<file path="src/rtl/opag_pkg.sv">
package opag_pkg;
    localparam logic [3:0] MD_REG  = 4'd0;
    localparam logic [3:0] MD_IMM  = 4'd1;
    localparam logic [3:0] MD_DISP = 4'd2;
    localparam logic [3:0] MD_RIND = 4'd3;
    localparam logic [3:0] MD_IDX  = 4'd4;
    localparam logic [3:0] MD_ABS  = 4'd5;
    localparam logic [3:0] MD_MIND = 4'd6;
    localparam logic [3:0] MD_AINC = 4'd7;
    localparam logic [3:0] MD_ADEC = 4'd8;
    localparam logic [3:0] MD_SCL  = 4'd9;

    typedef enum logic [2:0] {
        S_IDLE, S_REQ1, S_GOT1, S_REQ2, S_GOT2, S_FIN
    } seq_e;
endpackage

</file>
<file path="src/rtl/opag_ea.sv">
module opag_ea #(
    parameter int DW = 32
) (
    input  logic [3:0]    mode,
    input  logic [DW-1:0] rs_val,
    input  logic [DW-1:0] rx_val,
    input  logic [DW-1:0] imm,
    input  logic [DW-1:0] d,
    output logic [DW-1:0] addr,
    output logic [DW-1:0] direct_opnd,
    output logic [DW-1:0] ptr_val,
    output logic          ptr_upd,
    output logic          use_mem,
    output logic          two_reads,
    output logic          bad_mode
);
    import opag_pkg::*;

    always_comb begin
        addr        = '0;
        direct_opnd = '0;
        ptr_val     = '0;
        ptr_upd     = 1'b0;
        use_mem     = 1'b1;
        two_reads   = 1'b0;
        bad_mode    = 1'b0;
        case (mode)
            MD_REG:  begin use_mem = 1'b0; direct_opnd = rs_val; end
            MD_IMM:  begin use_mem = 1'b0; direct_opnd = imm;    end
            MD_DISP: addr = imm + rs_val;
            MD_RIND: addr = rs_val;
            MD_IDX:  addr = rs_val + rx_val;
            MD_ABS:  addr = imm;
            MD_MIND: begin addr = rs_val; two_reads = 1'b1; end
            MD_AINC: begin
                addr    = rs_val;
                ptr_val = rs_val + d;
                ptr_upd = 1'b1;
            end
            MD_ADEC: begin
                ptr_val = rs_val - d;
                addr    = rs_val - d;
                ptr_upd = 1'b1;
            end
            MD_SCL:  addr = imm + rs_val + rx_val * d;
            default: begin use_mem = 1'b0; bad_mode = 1'b1; end
        endcase
    end
endmodule

</file>
<file path="src/rtl/opag_wb.sv">
module opag_wb #(
    parameter int DW = 32,
    parameter int RW = 3
) (
    input  logic          fire,
    input  logic          bad_mode,
    input  logic [RW-1:0] rd_idx,
    input  logic [RW-1:0] rs_idx,
    input  logic [DW-1:0] rd_val,
    input  logic [DW-1:0] opnd,
    input  logic          ptr_upd,
    input  logic          same_reg_ok,
    output logic          dst_we,
    output logic [DW-1:0] dst_data,
    output logic          ptr_we
);
    logic clash;

    always_comb begin
        clash    = (rd_idx == rs_idx);
        dst_we   = fire && !bad_mode;
        dst_data = rd_val + opnd;
        // destination result wins over the pointer update on a shared index
        ptr_we   = fire && !bad_mode && ptr_upd && (!clash || same_reg_ok);
    end
endmodule

</file>
<file path="src/rtl/opaddr_gen.sv">
module opaddr_gen #(
    parameter int DW = 32,
    parameter int RW = 3
) (
    input  logic          clk,
    input  logic          rst_n,
    input  logic          start,
    input  logic [3:0]    mode,
    input  logic [RW-1:0] rd_idx,
    input  logic [RW-1:0] rs_idx,
    input  logic [DW-1:0] rd_val,
    input  logic [DW-1:0] rs_val,
    input  logic [DW-1:0] rx_val,
    input  logic [DW-1:0] imm,
    input  logic [DW-1:0] d,
    output logic          mem_req,
    output logic [DW-1:0] mem_addr,
    input  logic [DW-1:0] mem_rdata,
    output logic          done,
    output logic          illegal,
    output logic [DW-1:0] operand,
    output logic          dst_we,
    output logic [RW-1:0] dst_idx,
    output logic [DW-1:0] dst_data,
    output logic          ptr_we,
    output logic [RW-1:0] ptr_idx,
    output logic [DW-1:0] ptr_data
);
    import opag_pkg::*;

    typedef struct packed {
        seq_e          st;
        logic [RW-1:0] rd;
        logic [RW-1:0] rs;
        logic [DW-1:0] rdv;
        logic [DW-1:0] addr;
        logic          upd;
        logic [DW-1:0] pval;
        logic          two;
        logic          bad;
        logic [DW-1:0] opnd;
        logic          done;
        logic          dwe;
        logic [DW-1:0] ddata;
        logic          pwe;
    } state_t;

    state_t q, n;

    logic [DW-1:0] ea_addr, ea_direct, ea_pval;
    logic          ea_upd, ea_mem, ea_two, ea_bad;

    opag_ea #(.DW(DW)) u_ea (
        .mode(mode), .rs_val(rs_val), .rx_val(rx_val), .imm(imm), .d(d),
        .addr(ea_addr), .direct_opnd(ea_direct), .ptr_val(ea_pval),
        .ptr_upd(ea_upd), .use_mem(ea_mem), .two_reads(ea_two),
        .bad_mode(ea_bad)
    );

    logic          idle;
    logic          fire;
    logic [DW-1:0] wb_opnd;
    logic          wb_dwe, wb_pwe;
    logic [DW-1:0] wb_ddata;

    assign idle = (q.st == S_IDLE);

    opag_wb #(.DW(DW), .RW(RW)) u_wb (
        .fire(fire),
        .bad_mode(idle ? ea_bad : q.bad),
        .rd_idx(idle ? rd_idx : q.rd),
        .rs_idx(idle ? rs_idx : q.rs),
        .rd_val(idle ? rd_val : q.rdv),
        .opnd(wb_opnd),
        .ptr_upd(idle ? ea_upd : q.upd),
        .same_reg_ok(1'b0),
        .dst_we(wb_dwe), .dst_data(wb_ddata), .ptr_we(wb_pwe)
    );

    always_comb begin
        n       = q;
        n.done  = 1'b0;
        n.dwe   = 1'b0;
        n.pwe   = 1'b0;
        fire    = 1'b0;
        wb_opnd = mem_rdata;
        case (q.st)
            S_IDLE: begin
                wb_opnd = ea_bad ? '0 : ea_direct;
                if (start) begin
                    n.rd   = rd_idx;
                    n.rs   = rs_idx;
                    n.rdv  = rd_val;
                    n.addr = ea_addr;
                    n.upd  = ea_upd;
                    n.pval = ea_pval;
                    n.two  = ea_two;
                    n.bad  = ea_bad;
                    if (ea_mem) begin
                        n.st = S_REQ1;
                    end else begin
                        fire   = 1'b1;
                        n.opnd = ea_bad ? '0 : ea_direct;
                        n.st   = S_FIN;
                    end
                end
            end
            S_REQ1: n.st = S_GOT1;
            S_GOT1: begin
                if (q.two) begin
                    n.addr = mem_rdata;
                    n.st   = S_REQ2;
                end else begin
                    fire   = 1'b1;
                    n.opnd = mem_rdata;
                    n.st   = S_FIN;
                end
            end
            S_REQ2: n.st = S_GOT2;
            S_GOT2: begin
                fire   = 1'b1;
                n.opnd = mem_rdata;
                n.st   = S_FIN;
            end
            default: n.st = S_IDLE;
        endcase
        if (fire) begin
            n.done  = 1'b1;
            n.dwe   = wb_dwe;
            n.ddata = wb_ddata;
            n.pwe   = wb_pwe;
        end
    end

    always_ff @(posedge clk or negedge rst_n) begin
        if (!rst_n) begin
            q <= '0;
        end else begin
            q <= n;
        end
    end

    assign mem_req  = (q.st == S_REQ1) || (q.st == S_REQ2);
    assign mem_addr = q.addr;
    assign done     = q.done;
    assign illegal  = q.bad;
    assign operand  = q.opnd;
    assign dst_we   = q.dwe;
    assign dst_idx  = q.rd;
    assign dst_data = q.ddata;
    assign ptr_we   = q.pwe;
    assign ptr_idx  = q.rs;
    assign ptr_data = q.pval;


    done_pulse_chk: assert property (@(posedge clk) disable iff (!rst_n)
        done |=> !done);

    wb_with_done_chk: assert property (@(posedge clk) disable iff (!rst_n)
        (dst_we || ptr_we) |-> done);

    illegal_quiet_chk: assert property (@(posedge clk) disable iff (!rst_n)
        (done && illegal) |-> (!dst_we && !ptr_we));

    dst_priority_chk: assert property (@(posedge clk) disable iff (!rst_n)
        (dst_we && ptr_we) |-> (ptr_idx != dst_idx));

    req_spacing_chk: assert property (@(posedge clk) disable iff (!rst_n)
        mem_req |=> !mem_req);

    addr_hold_chk: assert property (@(posedge clk) disable iff (!rst_n)
        mem_req |=> $stable(mem_addr));
endmodule

</file>
<file path="config.mk">
export PLATFORM = sky130hd
export DESIGN_NAME = opaddr_gen
export DESIGN_NICKNAME = d
export VERILOG_FILES = /design/src/rtl/opag_pkg.sv /design/src/rtl/opag_ea.sv /design/src/rtl/opag_wb.sv /design/src/rtl/opaddr_gen.sv
export SDC_FILE = /design/constraint.sdc
export NUM_CORES = 2
export LEC_CHECK = 0
export BUFFER_PORTS_ARGS = -buffer_cell sky130_fd_sc_hd__buf_2
export CAP_MARGIN = 20
export CORE_MARGIN = 4
export CORE_UTILIZATION = 63
export CTS_CLUSTER_DIAMETER = 60
export DETAILED_ROUTE_END_ITERATION = 7
export GPL_ROUTABILITY_DRIVEN = 0
export GPL_TIMING_DRIVEN = 0
export PLACE_DENSITY = 0.84
export SYNTH_ARGS = -nofsm -noshare
export SYNTH_HDL_FRONTEND = slang
export SYNTH_HIERARCHICAL = 1
export SYNTH_SLANG_ARGS = --single-unit
export TNS_END_PERCENT = 10
</file>
<file path="constraint.sdc">
create_clock -name clk -period 4.9 [get_ports clk]
set_clock_uncertainty 0.05 [all_clocks]
set_input_delay 0.245 -clock clk [delete_from_list [all_inputs] [get_ports clk]]
set_output_delay 0.245 -clock clk [all_outputs]
set_load 0.02 [all_outputs]
</file>
; After elaboration in Yosys (flattened, before gate mapping)
; Index checks and enable logic that the tools add are counted.
[totals]
reg_bits = 175
out_inout_bits = 139
word_cells = 84
[classes]
addsub = 6
mul = 1
n_eq_ne = 18
mux = 28
n_reduce_logical = 17
[op_table]
columns = op, count
row1 = $mux 32, 6
row2 = $pmux 32 s2, 3
row3 = $pmux 32 s6, 1
row4 = $add 32x32->32, 5
row5 = $mux 140, 1
row6 = $pmux 32 s3, 1
row7 = $mux 35, 1
row8 = $mul 32x32->32, 1
row9 = $sub 32x32->32, 1
row10 = $eq 4x3->1 const B, 4
row11 = $pmux 3 s5, 1
row12 = $mux 3, 4
row13 = $reduce_or 10->1, 1
row14 = $mux 1, 9
row15 = $eq 4x2->1 const B, 2
row16 = $eq 4x4->1 const B, 2
row17 = $ne 2x2->1 const B, 4
row18 = $reduce_or 8->1, 1
row19 = $eq 3x2->1 const B, 2
row20 = $eq 4x1->1 const B, 1
row21 = $logic_not 4->1, 1
row22 = $reduce_and 4->1, 1
row23 = $eq 3x1->1 const B, 1
row24 = $eq 3x3->1, 1
row25 = other kinds (12), 15

; Depth between registers and ports, before layout
[logic_depth]
word_depth = 10
ltp_mapped = 41
ltp_nobuf = 41

; Hierarchy
; The synthesis kept the hierarchy.
[by_module_without_submodules]
columns = mod, instances, cells_each, area_each_um2, seq_area_each_um2
row1 = opag_ea, 1, 3064, 24368.4, 0.0
row2 = opaddr_gen, 1, 885, 9828.2, 4379.2
row3 = opag_wb, 1, 242, 1771.7, 0.0

; Least setup slack after synthesis
; No wires, ideal clock.
[synth_path]
kind = input to register
startpoint = in rs_val[0]
endpoint = reg q (netlist bit mem_addr[31])
setup_ps = 133
arrival_ps = 8542
t_required_ps = 4717
slack_ps = -3825
path_stages = 41
path_cell_list = ha_1 -> inv_1 -> fa_1 -> nor2b_1 -> o21a_1 -> o21ai_1 -> a21oi_1 -> o2111ai_1 -> a311o_1 -> o221ai_1 -> a21o_1 -> xor2_1 -> fa_1 -> inv_1 -> fa_1 -> inv_1 -> fa_1 -> fa_1 -> [5 not listed] -> inv_1 -> fa_1 -> inv_1 -> ha_1 -> a21o_1 -> nand2_1 -> nand2b_1 -> a21oi_1 -> o21ai_0 -> a31o_1 -> a31oi_1 -> xnor2_1 -> xnor2_1 -> a211o_1 -> nand2_1 -> nor2_1 -> a21oi_1 -> o21ai_0
[synth_between]
elab_chain_len = 5
elab_cells_between_ends = 7
cone_classes = add/sub: 4 / mux: 3
[synth_rtl]
columns = element, line_no
row1 = "start, declared", opaddr_gen.sv:12  ; input logic [DW-1:0] rs_val,
row2 = $add 32x32->32, "opag_ea.sv:30, opag_ea.sv:45"
row3 = $add 32x32->32, opag_ea.sv:45  ; MD_SCL: addr = imm + rs_val + rx_val * d;
row4 = $pmux 32 s6 *, opag_ea.sv:27  ; case (mode)
row5 = named net ea_addr[31], opaddr_gen.sv:50  ; logic [DW-1:0] ea_addr, ea_direct, ea_pval;
row6 = $mux 140 *, opaddr_gen.sv:90  ; if (start) begin
row7 = $pmux 32 s2 *, opaddr_gen.sv:87  ; case (q.st)
row8 = "end signal, assigned", opaddr_gen.sv:139  ; q <= n;
row9 = "end, declared", opaddr_gen.sv:48  ; state_t q, n;
; The timed path passes the listed nets; every way through them passes the cells marked *. The select of a mux whose other input is x is not followed.
; A chain may end at the register's enable or synchronous reset.

; Final worst setup path
[layout_path]
startpoint = in rs_val[0]
endpoint = reg q (netlist bit mem_addr[26])
; The elaborated chain is that of the path after synthesis.

==> flow_metrics.tcl <==
set metrics [dict create \
    period_needed_ps 8790 \
    cp-endpoint "mem_addr[26]$_DFFE_PN0P_" \
    slew_violations 0 \
    timing.rr.end "dst_data[31]$_DFFE_PN0P_" \
    grt_use_total_pct 42.19 \
    syn_inst 4191 \
    yosysSeqAreaShare_pct 12.18 \
    cts-root-buf "clkbuf_16" \
    yosysMostFrequentCell "inv_1" \
    drt_iter0_markers 4542 \
    htreeDepth 4 \
    initial_utilization_pct 63.67 \
    fp.dieH_um 246.9 \
    synth.net_count 5118 \
    stdcell_count 5379 \
    ioPinCount 344 \
    status "complete, but fails checks" \
    dpl_cell_area_mm2 0.03899 \
    cp-startpoint "rs_val[0]" \
    max-cap-violations 0 \
    drt_wl_total_mm 131.2 \
    antenna_found_initial 24 \
    worstSetupEndpointType "register" \
    rsz0062_at_grt "true" \
    clk_latency_ps 450 \
    nets 5516 \
    holdWs_ps 7.555 \
    setup_slack_ps -3890 \
    clkTransAtPathRegs_ps 70 \
    chipWidth_um 246.9 \
    hpwl_mm 106.3 \
    drive_above_1_share_pct 20.52 \
    vias 33700 \
    timing.final.crit_share_pct 179.4 \
    clock_path_buffers 2 \
    synth_top_cell_by_area "fa_1" \
    violations "design-rule violations, negative setup slack" \
    syn_avg_cell_area_um2 8.582 \
    setup_tns_ps -79360 \
    crit_required_ps 5160 \
    critical_path.max_fanout 6 \
    regToRegSetupSlack_ps 240 \
    nFillCells 4165 \
    setup_violations 33 \
    die_area_mm2 0.06098 \
    rows 87 \
    async_flop_share_pct 100.0 \
    slowest_delay_ps 550 \
    grt_pass1_vias 33580 \
    grt_overflow 0 \
    yosys-top-cells-area "fa_1 (25%), dfrtp_1 (12%), ha_1 (9.7%)" \
    critPathKind "primary input to register" \
    ys.flop_type "dfrtp_1" \
    cts_tree "yes" \
    port_buffers 338 \
    r2r_start "q[173]$_DFFE_PN0P_" \
    critPathLaunchType "primary input" \
    post-place-cells 5289 \
    fmax_mhz 113.8 \
    synth_top_area_share_pct 24.66 \
    crit_slowest_cell "fa_2" \
    clock_sinks 175 \
    cp_common_cell "fa_1" \
    viasPerCell 6.265 \
    yosys_register_bits 175 \
    firstDrtPassIters 8 \
    grt_pass1_wl_mm 194.5 \
    area_delta_synth_final_pct 12.90 \
    hold_path_class "primary input to register" \
    grt_max_degree 107 \
    synth_cell_types 102 \
    ys_warn_count 6 \
    cp_data_arrival_time_ps 9050 \
    drc 59 \
    slew_headroom_pct 23.53 \
    ant_nets 0 \
    reg2reg_depth 16 \
    max_slew.worst_pin.slew_ps 1143 \
    wl_per_cell_um 24.39 \
    synth-edff-count 0 \
    hold_violations 0 \
    ys_top_cells_by_count "inv_1 (599), nand2_1 (587), fa_1 (443)" \
    netlist_area_mm2 0.03597 \
    core-area_mm2 0.05650 \
    design_area_mm2 0.04061 \
    cts-buffers-inserted 17 \
]
[cells in the final DEF (no fill, tap or decap), types with 70 or more instances in the layout]
cell type	count
mux2_4	70
dfrtp_1	175
nor2_1	188
a21oi_1	182
a21o_1	72
fa_1	432
mux2_2	141
nand2_1	584
buf_2	354
o21ai_0	147
ha_1	247
clkbuf_1	168
xnor2_1	141
buf_4	150
and2_1	143
inv_1	592
[worst max-delay path, delay by kind of cell]
kind                     cells  cell delay (ps)
AND/OR/NAND/NOR              5              650
buffers and inverters        8              430
adder cells (fa/ha/maj)     11             4720
AO/OA/AOI/OAI               13             2740
XOR/XNOR                     2              240
[cells by family (layout without fill, tap and decap cells)]
family / Yosys count / after routing / share of synthesized area (%)
DFF: 175 / 175 / 12.18
xor gates and xnor gates: 213 / 213 / 5.187
AOI/OAI and AO/OA: 753 / 753 / 14.30
and+or+nand+nor: 1153 / 1153 / 14.61
buffers and inverters: 962 / 1372 / 11.99
muxes: 212 / 212 / 7.364
other: 1 / 23 / 0.01043
adders and majority gates: 722 / 722 / 34.36
[registers in the layout, summed over array words and instances, names as in the netlist, 3 cells and up]
signal,flops
operand,32
ptr_idx,3
ptr_data,32
dst_data,32
mem_addr,32
q,37
dst_idx,3
[worst min path at each step]
stage          cells past startpoint                     start                  endpoint  slack (ps)
2_1_floorplan                      0                     rst_n            done$_DFF_PN0_        -100
3_3_place_gp                       2  mem_addr[11]$_DFFE_PN0P_  mem_addr[11]$_DFFE_PN0P_         410
4_1_cts                            2                 rd_val[3]        q[137]$_DFFE_PN0P_         0.5
3_5_place_dp                       1                     rst_n        q[137]$_DFFE_PN0P_         180
6_report                           2                rd_val[31]        q[165]$_DFFE_PN0P_           8
5_1_grt                            2                 rd_val[4]        q[138]$_DFFE_PN0P_         0.4
[what timing repair did]
item	4_1_cts	5_1_grt
buffers inserted	4	9
hold buffers	20	4
hold endpoints to repair	88	4
pin swaps	11	60
gates resized for setup	45	89
setup endpoints to repair	29	37
[through the flow]
step,worst slack [ps],util (%)
2_1_floorplan,-3313,-
3_3_place_gp,-4553,68.91
4_1_cts,-3776,70.88
6_report,-3890,71.88
3_5_place_dp,-4754,69.01
5_1_grt,-4086,71.83
[metal layers]
| metal | share of wire [%] | up-vias | GRT usage, % |
|---|---|---|---|
| met5 | 0.17 | - | 1.307 |
| met4 | 10 | 14 | 31.90 |
| met3 | 14 | 818 | 13.60 |
| met2 | 43 | 2646 | 65.07 |
| met1 | 33 | 15910 | 48.87 |
| li1 | - | 14310 | - |
[cell type report]
class / count / area (um^2) / share of cell area, %
Clock buffer: 17 / 425.4 / 1.048
Timing Repair Buffer: 379 / 2126 / 5.235
Inverter: 602 / 2260 / 5.565
Sequential cell: 175 / 4379 / 10.78
Clock inverter: 14 / 177.7 / 0.4375
Multi-Input combinational cell: 3054 / 28170 / 69.38
Antenna cell: 22 / 55.05 / 0.1356
Buffer: 360 / 2066 / 5.087
Tap cell: 756 / 945.9 / 2.329
Power is left out: the tool's default activity adds up to more than one toggle a clock period on the data nets, which glitch-free logic cannot reach.
